File: config.mk
export PLATFORM = sky130hd
export DESIGN_NAME = spec_version_buf
export DESIGN_NICKNAME = d
export VERILOG_FILES = /design/src/rtl/vb_pkg.sv /design/src/rtl/vb_bank.sv /design/src/rtl/vb_pick.sv /design/src/rtl/spec_version_buf.sv
export SDC_FILE = /design/constraint.sdc
export NUM_CORES = 2
export LEC_CHECK = 0
export ABC_AREA = 0
export BUFFER_PORTS_ARGS = -buffer_cell sky130_fd_sc_hd__buf_2
export CORE_ASPECT_RATIO = 0.7
export CORE_MARGIN = 2
export CORE_UTILIZATION = 61
export DETAILED_ROUTE_END_ITERATION = 7
export MAX_ROUTING_LAYER = met4
export PLACE_DENSITY = 0.75
export SLEW_MARGIN = 10
export SYNTH_ARGS = -nofsm -noshare
export SYNTH_HDL_FRONTEND = slang
export SYNTH_SLANG_ARGS = --single-unit
export TNS_END_PERCENT = 10
File: constraint.sdc
create_clock -name clk_i -period 10.1 [get_ports clk_i]
set_clock_uncertainty 0.05 [all_clocks]
set_input_delay 2.02 -clock clk_i [delete_from_list [all_inputs] [get_ports clk_i]]
set_output_delay 2.02 -clock clk_i [all_outputs]
set_load 0.03 [all_outputs]
File: src/rtl/vb_pkg.sv
package vb_pkg;
  parameter int NBANK = 4;
  parameter int DEPTH = 4;
  parameter int AW    = 8;
  parameter int DW    = 8;
  parameter int RW    = 4;
  localparam int BW   = $clog2(NBANK);

  localparam logic [1:0] L1_INS    = 2'd1;
  localparam logic [1:0] L1_FIND_W = 2'd2;

  localparam logic [2:0] L2_PURGE  = 3'd1;
  localparam logic [2:0] L2_DRAIN  = 3'd2;
  localparam logic [2:0] L2_FIND_C = 3'd3;
  localparam logic [2:0] L2_CLEAN  = 3'd4;
  localparam logic [2:0] L2_COMMIT = 3'd5;
  localparam logic [2:0] L2_SQUASH = 3'd6;

  typedef struct packed {
    logic          v;
    logic [AW-1:0] a;
    logic          d;
    logic [RW-1:0] r;
    logic [DW-1:0] dat;
  } ent_t;

  typedef struct packed {
    logic          valid;
    logic          dirty;
    logic [BW-1:0] wv;
    logic [RW-1:0] rvs;
    logic          sf;
    logic [DW-1:0] data;
    logic          status;
  } l1_rsp_t;

  typedef struct packed {
    logic [AW-1:0] addr;
    logic          valid;
    logic          dirty;
    logic [DW-1:0] data;
    logic          status;
  } l2_rsp_t;

  // distance from the oldest bank; larger is newer
  function automatic logic [BW-1:0] age_of(logic [BW-1:0] b, logic [BW-1:0] o);
    return b - o;
  endfunction
endpackage

File: src/rtl/vb_bank.sv
module vb_bank
  import vb_pkg::*;
#(
  parameter int DEP = DEPTH
) (
  input  logic          clk_i,
  input  logic          rst_ni,
  input  logic [AW-1:0] key_i,
  input  logic          ins_en_i,
  input  ent_t          ins_ent_i,
  input  logic          clr_v_i,
  input  logic          clr_d_i,
  input  logic          pop_i,
  input  logic          flush_i,
  output logic          hit_o,
  output ent_t          hit_ent_o,
  output logic          head_v_o,
  output logic [AW-1:0] head_a_o,
  output logic          head_d_o,
  output logic [DW-1:0] head_dat_o,
  output logic          empty_o,
  output logic          full_o
);
  localparam int PW = $clog2(DEP);

  ent_t          mem_q [DEP];
  logic [PW-1:0] hd_q, tl_q;
  logic [PW:0]   cnt_q;
  logic [DEP-1:0] match;
  logic [PW-1:0] hidx;

  always_comb begin
    hidx = '0;
    for (int i = 0; i < DEP; i++) begin
      match[i] = mem_q[i].v && (mem_q[i].a == key_i);
      if (match[i]) hidx = i[PW-1:0];
    end
  end

  assign hit_o      = |match;
  assign hit_ent_o  = mem_q[hidx];
  assign head_v_o   = mem_q[hd_q].v;
  assign head_a_o   = mem_q[hd_q].a;
  assign head_d_o   = mem_q[hd_q].d;
  assign head_dat_o = mem_q[hd_q].dat;
  assign empty_o    = (cnt_q == '0);
  assign full_o     = (cnt_q == DEP[PW:0]);

  always_ff @(posedge clk_i or negedge rst_ni) begin
    if (!rst_ni) begin
      for (int i = 0; i < DEP; i++) mem_q[i] <= '0;
      hd_q  <= '0;
      tl_q  <= '0;
      cnt_q <= '0;
    end else if (flush_i) begin
      for (int i = 0; i < DEP; i++) mem_q[i].v <= 1'b0;
      hd_q  <= '0;
      tl_q  <= '0;
      cnt_q <= '0;
    end else begin
      if (ins_en_i) begin
        if (hit_o) begin
          mem_q[hidx] <= ins_ent_i;
        end else if (!full_o) begin
          mem_q[tl_q] <= ins_ent_i;
          tl_q  <= tl_q + 1'b1;
          cnt_q <= cnt_q + 1'b1;
        end
      end
      if (clr_v_i)
        for (int i = 0; i < DEP; i++) if (match[i]) mem_q[i].v <= 1'b0;
      if (clr_d_i)
        for (int i = 0; i < DEP; i++) if (match[i]) mem_q[i].d <= 1'b0;
      if (pop_i) begin
        mem_q[hd_q].v <= 1'b0;
        hd_q  <= hd_q + 1'b1;
        cnt_q <= cnt_q - 1'b1;
      end
    end
  end
endmodule

File: src/rtl/vb_pick.sv
module vb_pick #(
  parameter int NB = 4,
  parameter int BW = $clog2(NB)
) (
  input  logic [NB-1:0] cand_i,
  input  logic [BW-1:0] old_i,
  output logic          found_o,
  output logic [BW-1:0] sel_o
);
  logic [BW-1:0] b;
  // walk oldest to newest; last candidate wins
  always_comb begin
    found_o = 1'b0;
    sel_o   = '0;
    b       = '0;
    for (int k = 0; k < NB; k++) begin
      b = old_i + k[BW-1:0];
      if (cand_i[b]) begin
        found_o = 1'b1;
        sel_o   = b;
      end
    end
  end
endmodule

File: src/rtl/spec_version_buf.sv
module spec_version_buf
  import vb_pkg::*;
(
  input  logic          clk_i,
  input  logic          rst_ni,
  input  logic [1:0]    l1_cmd_i,
  input  logic [AW-1:0] l1_addr_i,
  input  logic          l1_valid_i,
  input  logic          l1_dirty_i,
  input  logic [BW-1:0] l1_wv_i,
  input  logic [RW-1:0] l1_rvs_i,
  input  logic          l1_sf_i,
  input  logic [DW-1:0] l1_data_i,
  output logic          l1_valid_o,
  output logic          l1_dirty_o,
  output logic [BW-1:0] l1_wv_o,
  output logic [RW-1:0] l1_rvs_o,
  output logic          l1_sf_o,
  output logic [DW-1:0] l1_data_o,
  output logic          l1_status_o,
  input  logic [2:0]    l2_cmd_i,
  input  logic [BW-1:0] l2_vn_i,
  input  logic [AW-1:0] l2_addr_i,
  output logic [AW-1:0] l2_addr_o,
  output logic          l2_valid_o,
  output logic          l2_dirty_o,
  output logic [DW-1:0] l2_data_o,
  output logic          l2_status_o
);
  logic [BW-1:0]    oldest_q, mrc_q;
  logic [NBANK-1:0] sf_q;
  l1_rsp_t          l1_q, l1_n;
  l2_rsp_t          l2_q, l2_n;

  logic             l2_act, ins_req, find_w;
  logic [BW-1:0]    ins_bank;
  logic [AW-1:0]    key;
  ent_t             ins_ent;
  logic             drain_cmd, drain_go, retire;

  logic [NBANK-1:0] hit, full, empty, head_v, head_d;
  ent_t             hit_ent  [NBANK];
  logic [AW-1:0]    head_a   [NBANK];
  logic [DW-1:0]    head_dat [NBANK];
  logic             fw_found, fc_found;
  logic [BW-1:0]    fw_sel, fc_sel;

  assign l2_act    = (l2_cmd_i != '0);
  assign ins_req   = !l2_act && (l1_cmd_i == L1_INS);
  assign find_w    = !l2_act && (l1_cmd_i == L1_FIND_W);
  assign ins_bank  = l1_sf_i ? l1_wv_i : mrc_q;
  assign key       = l2_act ? l2_addr_i : l1_addr_i;
  assign ins_ent   = '{v: l1_valid_i, a: l1_addr_i, d: l1_dirty_i, r: l1_rvs_i, dat: l1_data_i};
  assign drain_cmd = (l2_cmd_i == L2_DRAIN) && !sf_q[oldest_q];
  assign drain_go  = drain_cmd && !empty[oldest_q];
  assign retire    = drain_cmd && empty[oldest_q] && (oldest_q != mrc_q);

  for (genvar g = 0; g < NBANK; g++) begin : g_bank
    vb_bank u_bank (
      .clk_i      (clk_i),
      .rst_ni     (rst_ni),
      .key_i      (key),
      .ins_en_i   (ins_req && (ins_bank == BW'(g))),
      .ins_ent_i  (ins_ent),
      .clr_v_i    (l2_cmd_i == L2_PURGE),
      .clr_d_i    (l2_cmd_i == L2_CLEAN),
      .pop_i      (drain_go && (oldest_q == BW'(g))),
      .flush_i    ((l2_cmd_i == L2_SQUASH) &&
                   (age_of(BW'(g), oldest_q) >= age_of(l2_vn_i, oldest_q))),
      .hit_o      (hit[g]),
      .hit_ent_o  (hit_ent[g]),
      .head_v_o   (head_v[g]),
      .head_a_o   (head_a[g]),
      .head_d_o   (head_d[g]),
      .head_dat_o (head_dat[g]),
      .empty_o    (empty[g]),
      .full_o     (full[g])
    );
  end

  vb_pick #(.NB(NBANK)) u_pick_w (
    .cand_i (hit), .old_i (oldest_q), .found_o (fw_found), .sel_o (fw_sel)
  );
  vb_pick #(.NB(NBANK)) u_pick_c (
    .cand_i (hit & ~sf_q), .old_i (oldest_q), .found_o (fc_found), .sel_o (fc_sel)
  );

  always_comb begin
    l1_n = '0;
    l2_n = '0;
    if (ins_req) l1_n.status = hit[ins_bank] || !full[ins_bank];
    if (find_w && fw_found) begin
      l1_n.valid  = hit_ent[fw_sel].v;
      l1_n.dirty  = hit_ent[fw_sel].d;
      l1_n.wv     = fw_sel;
      l1_n.rvs    = hit_ent[fw_sel].r;
      l1_n.sf     = sf_q[fw_sel];
      l1_n.data   = hit_ent[fw_sel].dat;
      l1_n.status = 1'b1;
    end
    case (l2_cmd_i)
      L2_PURGE, L2_CLEAN:   l2_n.status = |hit;
      L2_COMMIT, L2_SQUASH: l2_n.status = 1'b1;
      L2_DRAIN:
        if (drain_go && head_v[oldest_q]) begin
          l2_n.addr   = head_a[oldest_q];
          l2_n.valid  = 1'b1;
          l2_n.dirty  = head_d[oldest_q];
          l2_n.data   = head_dat[oldest_q];
          l2_n.status = 1'b1;
        end
      L2_FIND_C:
        if (fc_found) begin
          l2_n.addr   = hit_ent[fc_sel].a;
          l2_n.valid  = hit_ent[fc_sel].v;
          l2_n.dirty  = hit_ent[fc_sel].d;
          l2_n.data   = hit_ent[fc_sel].dat;
          l2_n.status = 1'b1;
        end
      default: ;
    endcase
  end

  always_ff @(posedge clk_i or negedge rst_ni) begin
    if (!rst_ni) begin
      oldest_q <= '0;
      mrc_q    <= '0;
      sf_q     <= {{(NBANK-1){1'b1}}, 1'b0};
      l1_q     <= '0;
      l2_q     <= '0;
    end else begin
      l1_q <= l1_n;
      l2_q <= l2_n;
      if (l2_cmd_i == L2_COMMIT) begin
        sf_q[l2_vn_i] <= 1'b0;
        mrc_q         <= l2_vn_i;
      end
      if (retire) begin
        sf_q[oldest_q] <= 1'b1;
        oldest_q       <= oldest_q + 1'b1;
      end
    end
  end

  assign l1_valid_o  = l1_q.valid;
  assign l1_dirty_o  = l1_q.dirty;
  assign l1_wv_o     = l1_q.wv;
  assign l1_rvs_o    = l1_q.rvs;
  assign l1_sf_o     = l1_q.sf;
  assign l1_data_o   = l1_q.data;
  assign l1_status_o = l1_q.status;
  assign l2_addr_o   = l2_q.addr;
  assign l2_valid_o  = l2_q.valid;
  assign l2_dirty_o  = l2_q.dirty;
  assign l2_data_o   = l2_q.data;
  assign l2_status_o = l2_q.status;
endmodule

* Word level (Yosys, flattened, before mapping)
Cells that the tools add are included.
Storage, ports and cells: bits in registers 425, latch bits 0, bits in writable memories 0, memory bits (read-only) 0, input bits 42, logic and storage cells 651, memories 0
Operators by class: add/subtract/negate cells 24, $mul 0, divide/modulo/power cells 0, order comparisons 40, equal/unequal tests 51, shift-type cells 0, multiplexer cells 320, bitwise gates (word level) 20, reduce and logical (&&, ||, !) cells 89
Operators with widths (number):
- two-way mux 88 bit | 20
- bitwise mux 88 bit | 12
- two-way mux 22 bit | 32
- demux 22 bit (select 2 bit) | 12
- binary-select mux 22 bit (select 2 bit) | 10
- two-way mux 1 bit | 142
- == test 8 bit | 16
- two-way mux 2 bit | 41
- two-way mux 3 bit | 20
- logical AND 1 bit | 50
- greater-or-equal comparator 3 bit (second input constant) | 15
- inverter 2 -> 3 bit | 15
- two-way mux 8 bit | 5
- two-way mux 19 bit | 2
- < comparator 3 x 1 -> 1 bit (second input constant) | 12
- one-hot mux 18 bit (2 select lines) | 1
- binary-select mux 8 bit (select 2 bit) | 2
- binary-select mux 1 bit (select 2 bit) | 15
- != test 3 x 1 -> 1 bit (second input constant) | 8
- AND reduction 3 bit | 8
- == test 3 bit (second input constant) | 7
- < comparator 2 x 3 -> 1 bit (second input constant) | 7
- adder 2 x 1 -> 2 bit (second input constant) | 9
- two-way mux 18 bit | 1
- other kinds (29) | 82

* Logic depth before layout (Yosys ltp)
depth after elaboration 22, gate-level depth with buffers 21

* Cells and area by module
A second synthesis with hierarchy kept.
Second synthesis, totals: cell total of the unflattened synthesis 2337, area total of the unflattened synthesis 26813.2 sq um
Modules (own cells, without submodules):
- vb_bank at g_bank[1].u_bank ... | instances 2, cells an instance 512, area each 5790.6 sq um, seq. area each 2377.3 sq um
- vb_bank at g_bank[3].u_bank | instances 1, cells an instance 513, area each 5903.2 sq um, seq. area each 2377.3 sq um
- vb_bank at g_bank[0].u_bank | instances 1, cells an instance 490, area each 5597.9 sq um, seq. area each 2377.3 sq um
- spec_version_buf | instances 1, cells an instance 290, area each 3580.9 sq um, seq. area each 1129.8 sq um
- vb_pick | instances 2, cells an instance 10, area each 75.1 sq um, seq. area each 0.0 sq um

* Least setup slack after synthesis
Ideal clock, no wire load.
path type input to register, from in l2_cmd_i[2], to reg l2_q, in the netlist l2_data_o[0], library setup time 126 ps, data arrival time 5358 ps, required time 9924 ps, setup slack 4566 ps, cell stages on the path 19, cells stage by stage buf_2 -> or3_1 -> buf_6 -> buf_6 -> a21oi_2 -> buf_4 -> xor2_1 -> nand3_1 -> o31ai_2 -> nor2_1 -> buf_6 -> o21a_1 -> a21o_1 -> a211o_1 -> and3_1 -> buf_2 -> buf_4 -> mux2i_1 -> a221o_1
RTL lines:
- start, declared | line spec_version_buf.sv:21 | input logic [2:0] l2_cmd_i,
- end signal, assigned | line spec_version_buf.sv:133 | l2_q <= l2_n;
- end, declared | line spec_version_buf.sv:33 | l2_rsp_t l2_q, l2_n;

==> results by group <==
Status
  – Status: finished, violations left
  – Failing checks: DRC

STA
  – Final count of negative-setup-slack endpoints: 0
  – Setup TNS: 0 ns
  – Number of pins with negative max-slew slack in the final report: 0
  – Shortest period the worst path allows: just under 7 ns
  – Final period util: 0.6885
  – Final Hold Viols: 0
  – Remaining max-slew budget at the tightest pin: 0.1582
  – Highest attainable clock frequency: approximately 140 MHz
  – Unrepaired setup endpoints after global routing: false
  – Worst Max-Slew Pin Slew: approximately 1.3 ns

Clocking
  – Clock Root Buffer: sky130_fd_sc_hd__clkbuf_16
  – Clock latency at the later pin of the worst-skew pair: 0.58 ns
  – Clock Sink Count: 425
  – CTS tree: yes
  – Cts hold-fix bufs: 0
  – CTS HTree Levels: 2
  – Number of buffers added by the clock tree synthesis step: 43
  – Setup repair bufs after CTS: 0
  – Clock transition at path regs: ~0.06 ns
  – Cells resized by post-CTS repair: 0
  – Max clock buf depth: 3

Global routing
  – Global routing usage summed across all routing layers: 0.4691
  – Maximum number of pins on one net before global-route repair: approximately 160
  – Number of global-route vias before repair: between 20000 and 25000
  – GRT Residual Overflow: 0
  – Antenna violations before repair: 16
  – First-pass GRT wire length: 151700 µm

Worst setup path
  – Data arrival time at the worst-slack endpoint: about 7.4 ns
  – Required time of the critical path: 10.52 ns
  – Crit path capture: l1_rvs_o[1]
  – Slowest cell on the critical path: sky130_fd_sc_hd__or3_2
  – Worst R2R Setup Slack: 5.17 ns
  – Critical path launch point type: primary input
  – Critical register-to-register path endpoint: l1_rvs_o[1]
  – Critical path origin: l2_cmd_i[0]
  – Largest driver fanout on the critical path: 47
  – Worst path max stage delay: approximately 0.83 ns
  – Critical setup path kind: primary input to flop
  – Critical-path cell list: buf_2, or3_2, buf_4, o211ai_1, nand2_1, and4_2, buf_4, nor4_4, mux4_2, o21ai_1, o2111a_1, a31o_2, o21ai_4, buf_4, mux2i_1, a22o_1
  – Type of element capturing the critical path: flop
  – Path depth of the worst reg2reg path: 15
  – Cell with the most instances on the worst path: sky130_fd_sc_hd__buf_4

Layout
  – Area taken by flip-flops and latches: ~11000 µm²
  – Number of filler cells placed in the layout: 3362
  – Non-filler cells, final: approximately 3200
  – Multi-input combinational cell area: 15220 µm²
  – Final layout net count: 2667
  – Area grow syn2layout: 8.560%
  – Fraction of final layout cells with drive strength greater than 1: 0.2386

Power and ir drop
  – Leak Pwr: 13.03 nW
  – Overall power: about 5.5 mW
  – Power per cell area: ~190 nW/µm²
  – Maximum ir drop on the vdd rail: just under 0.2 mV

Floorplanning
  – Io pins: 79
  – Die width: between 200 and 300 µm
  – Row count: between 60 and 70
  – Effective utilization at floorplan: 0.6176
  – Core box area: around 44000 µm²
  – Die outline area: between 40000 and 50000 µm²
  – Die Height: 179.9 µm

Yosys
  – Leading area contributor after synthesis: sky130_fd_sc_hd__dfrtp_1
  – Synthesized area divided by synthesized cell count: about 10 µm²
  – Net count after synthesis: about 2700
  – Count of mapped cells out of synthesis: ~2600
  – Dominant synthesized flop cell: sky130_fd_sc_hd__dfrtp_1
  – Seq/Total Area, Yosys: 0.3947
  – Total of warnings raised by yosys: 0
  – Synthesized flop and latch total: 425
  – Number of flops mapped to enable cells by yosys: 0
  – Yosys top cell area share: 0.3918
  – Area of the mapped netlist: around 27000 µm²
  – Distinct cell type count of the synthesized netlist: just under 90
  – Synth area leaders: sky130_fd_sc_hd__dfrtp_1 (39%), sky130_fd_sc_hd__mux2_2 (11%), sky130_fd_sc_hd__mux4_2 (7.7%)
  – Async set-or-reset flop fraction in the synthesized netlist: 1.000

Detailed routing
  – First-pass iteration count of the detailed router: 8
  – DRC marker count from the first detailed-route iteration: 3500
  – Remaining number of nets flagged by the antenna check after routing: 0
  – Final wirelength: around 100000 µm
  – Via count: about 23000
  – # DRC: 6
  – Routed length per instance: 32.28 µm
  – Vias per cell: about 7.2

Place
  – Placed wire-length estimate after detailed placement: between 70000 and 80000 µm
  – Port buffer count: 78
  – Cell total after placement: 3126
  – Routability Congestion: around 1.0

Min path
  – Hold crit path type: flop to flop

Job
  – Number of maximum-capacitance constraint violations: 0
## power by group
group	internal (mW)	leakage, nW	switching [mW]
logic	0.705	6.59	1.04
registers	1.87	5.75	0.220
clock network	0.932	0.690	0.733
## kinds of logic (layout without fill, tap and decap cells)
logic type | count (synthesis) | in the layout | share of synthesized area
buf+inv | 287 | 297 | 0.04498
simple gates | 640 | 640 | 0.1142
xor+xnor | 131 | 131 | 0.04257
mux | 486 | 486 | 0.2375
other cells | 0 | 14 | 0
compound gates | 584 | 584 | 0.1421
fa+ha+maj | 48 | 48 | 0.02395
flops | 425 | 425 | 0.3947
## per-layer routing
metal	wire, µm	global-route usage
met3	17740	0.2039
met2	40940	0.5975
met1	41570	0.6667
met5	0	-
met4	3674	0.1446
## cell usage after synthesis, types with 6 or more instances
master and n:
sky130_fd_sc_hd__nor3_1 23, sky130_fd_sc_hd__a221o_1 14, sky130_fd_sc_hd__a21o_1 9, sky130_fd_sc_hd__buf_4 6, sky130_fd_sc_hd__o21ai_1 8, sky130_fd_sc_hd__a32oi_1 6, sky130_fd_sc_hd__or2_2 8, sky130_fd_sc_hd__o2111ai_1 12
sky130_fd_sc_hd__fa_1 6, sky130_fd_sc_hd__a2bb2oi_1 7, sky130_fd_sc_hd__and3_1 26, sky130_fd_sc_hd__a211o_1 6, sky130_fd_sc_hd__nor4_1 12, sky130_fd_sc_hd__o21ai_0 155, sky130_fd_sc_hd__a21oi_1 135, sky130_fd_sc_hd__nor3b_1 7
sky130_fd_sc_hd__mux2i_1 119, sky130_fd_sc_hd__buf_6 8, sky130_fd_sc_hd__mux2_2 269, sky130_fd_sc_hd__dfrtp_1 422, sky130_fd_sc_hd__nor2b_1 24, sky130_fd_sc_hd__a22o_1 15, sky130_fd_sc_hd__xnor2_1 89, sky130_fd_sc_hd__and2_1 15
sky130_fd_sc_hd__ha_1 42, sky130_fd_sc_hd__a221oi_1 16, sky130_fd_sc_hd__or3_1 8, sky130_fd_sc_hd__nand2_1 227, sky130_fd_sc_hd__o221ai_1 24, sky130_fd_sc_hd__o211ai_1 26, sky130_fd_sc_hd__a211oi_1 49, sky130_fd_sc_hd__nand2b_1 17
sky130_fd_sc_hd__mux4_2 92, sky130_fd_sc_hd__nand3b_1 10, sky130_fd_sc_hd__o22ai_1 35, sky130_fd_sc_hd__nor2_1 161, sky130_fd_sc_hd__clkbuf_1 123, sky130_fd_sc_hd__o31ai_1 12, sky130_fd_sc_hd__nand3_1 59, sky130_fd_sc_hd__xor2_1 42
sky130_fd_sc_hd__inv_1 75, sky130_fd_sc_hd__nand4_1 18, sky130_fd_sc_hd__buf_2 42, sky130_fd_sc_hd__buf_1 31
## metrics by stage
step / area (µm²) / util / worst slack [ns] / hold WS [ns]
floorplan: 26950 / - / 4.566 / 0.3996
global placement: 27790 / 0.6368 / 2.854 / 0.4129
detailed placement: 27790 / 0.6368 / 2.741 / 0.4305
CTS: 29220 / 0.6695 / 3.344 / 0.4439
global route: 29260 / 0.6704 / 3.036 / 0.4701
finish: 29260 / 0.6704 / 3.146 / 0.4413
## critical path: cells and delay by family
family	cells	cell delay, ns
buf+inv	4	1.35
simple gates	4	2.01
mux	2	0.55
compound gates	6	1.29
## worst min-delay path by stage
stage	end	depth (start not counted)	slack [ns]
after detailed placement	flop	2	0.43
after global routing	flop	1	0.47
after global placement	flop	2	0.41
after CTS	flop	2	0.44
final	flop	2	0.44
after floorplan	flop	2	0.40
## layout by cell type, fill, tap and decap left out, types with 21 or more instances in the layout
| cell type | instances |
|---|---|
| sky130_fd_sc_hd__mux4_2 | 92 |
| sky130_fd_sc_hd__and3_1 | 25 |
| sky130_fd_sc_hd__inv_1 | 75 |
| sky130_fd_sc_hd__ha_1 | 42 |
| sky130_fd_sc_hd__clkbuf_16 | 43 |
| sky130_fd_sc_hd__buf_2 | 77 |
| sky130_fd_sc_hd__o22ai_1 | 35 |
| sky130_fd_sc_hd__o21ai_0 | 155 |
| sky130_fd_sc_hd__a21oi_1 | 135 |
| sky130_fd_sc_hd__nand2_1 | 227 |
| sky130_fd_sc_hd__xor2_1 | 42 |
| sky130_fd_sc_hd__nand3_1 | 59 |
| sky130_fd_sc_hd__dfrtp_1 | 421 |
| sky130_fd_sc_hd__nor2b_1 | 24 |
| sky130_fd_sc_hd__nor2_1 | 152 |
| sky130_fd_sc_hd__xnor2_1 | 89 |
| sky130_fd_sc_hd__o221ai_1 | 24 |
| sky130_fd_sc_hd__buf_4 | 61 |
| sky130_fd_sc_hd__nor3_1 | 21 |
| sky130_fd_sc_hd__mux2i_1 | 119 |
| sky130_fd_sc_hd__a211oi_1 | 48 |
| sky130_fd_sc_hd__o211ai_1 | 26 |
| sky130_fd_sc_hd__mux2_2 | 269 |
## layout make-up
cell class | instances | area share
clock inverter | 14 | 0.006500
multi-input combinational | 1889 | 0.5203
antenna | 14 | 0.001197
clock buffer | 65 | 0.04233
tap | 594 | 0.02540
inverter | 77 | 0.009878
timing repair buffer | 141 | 0.03070
sequential | 425 | 0.3637
No activity file was read; power rests on OpenSTA's default activity.
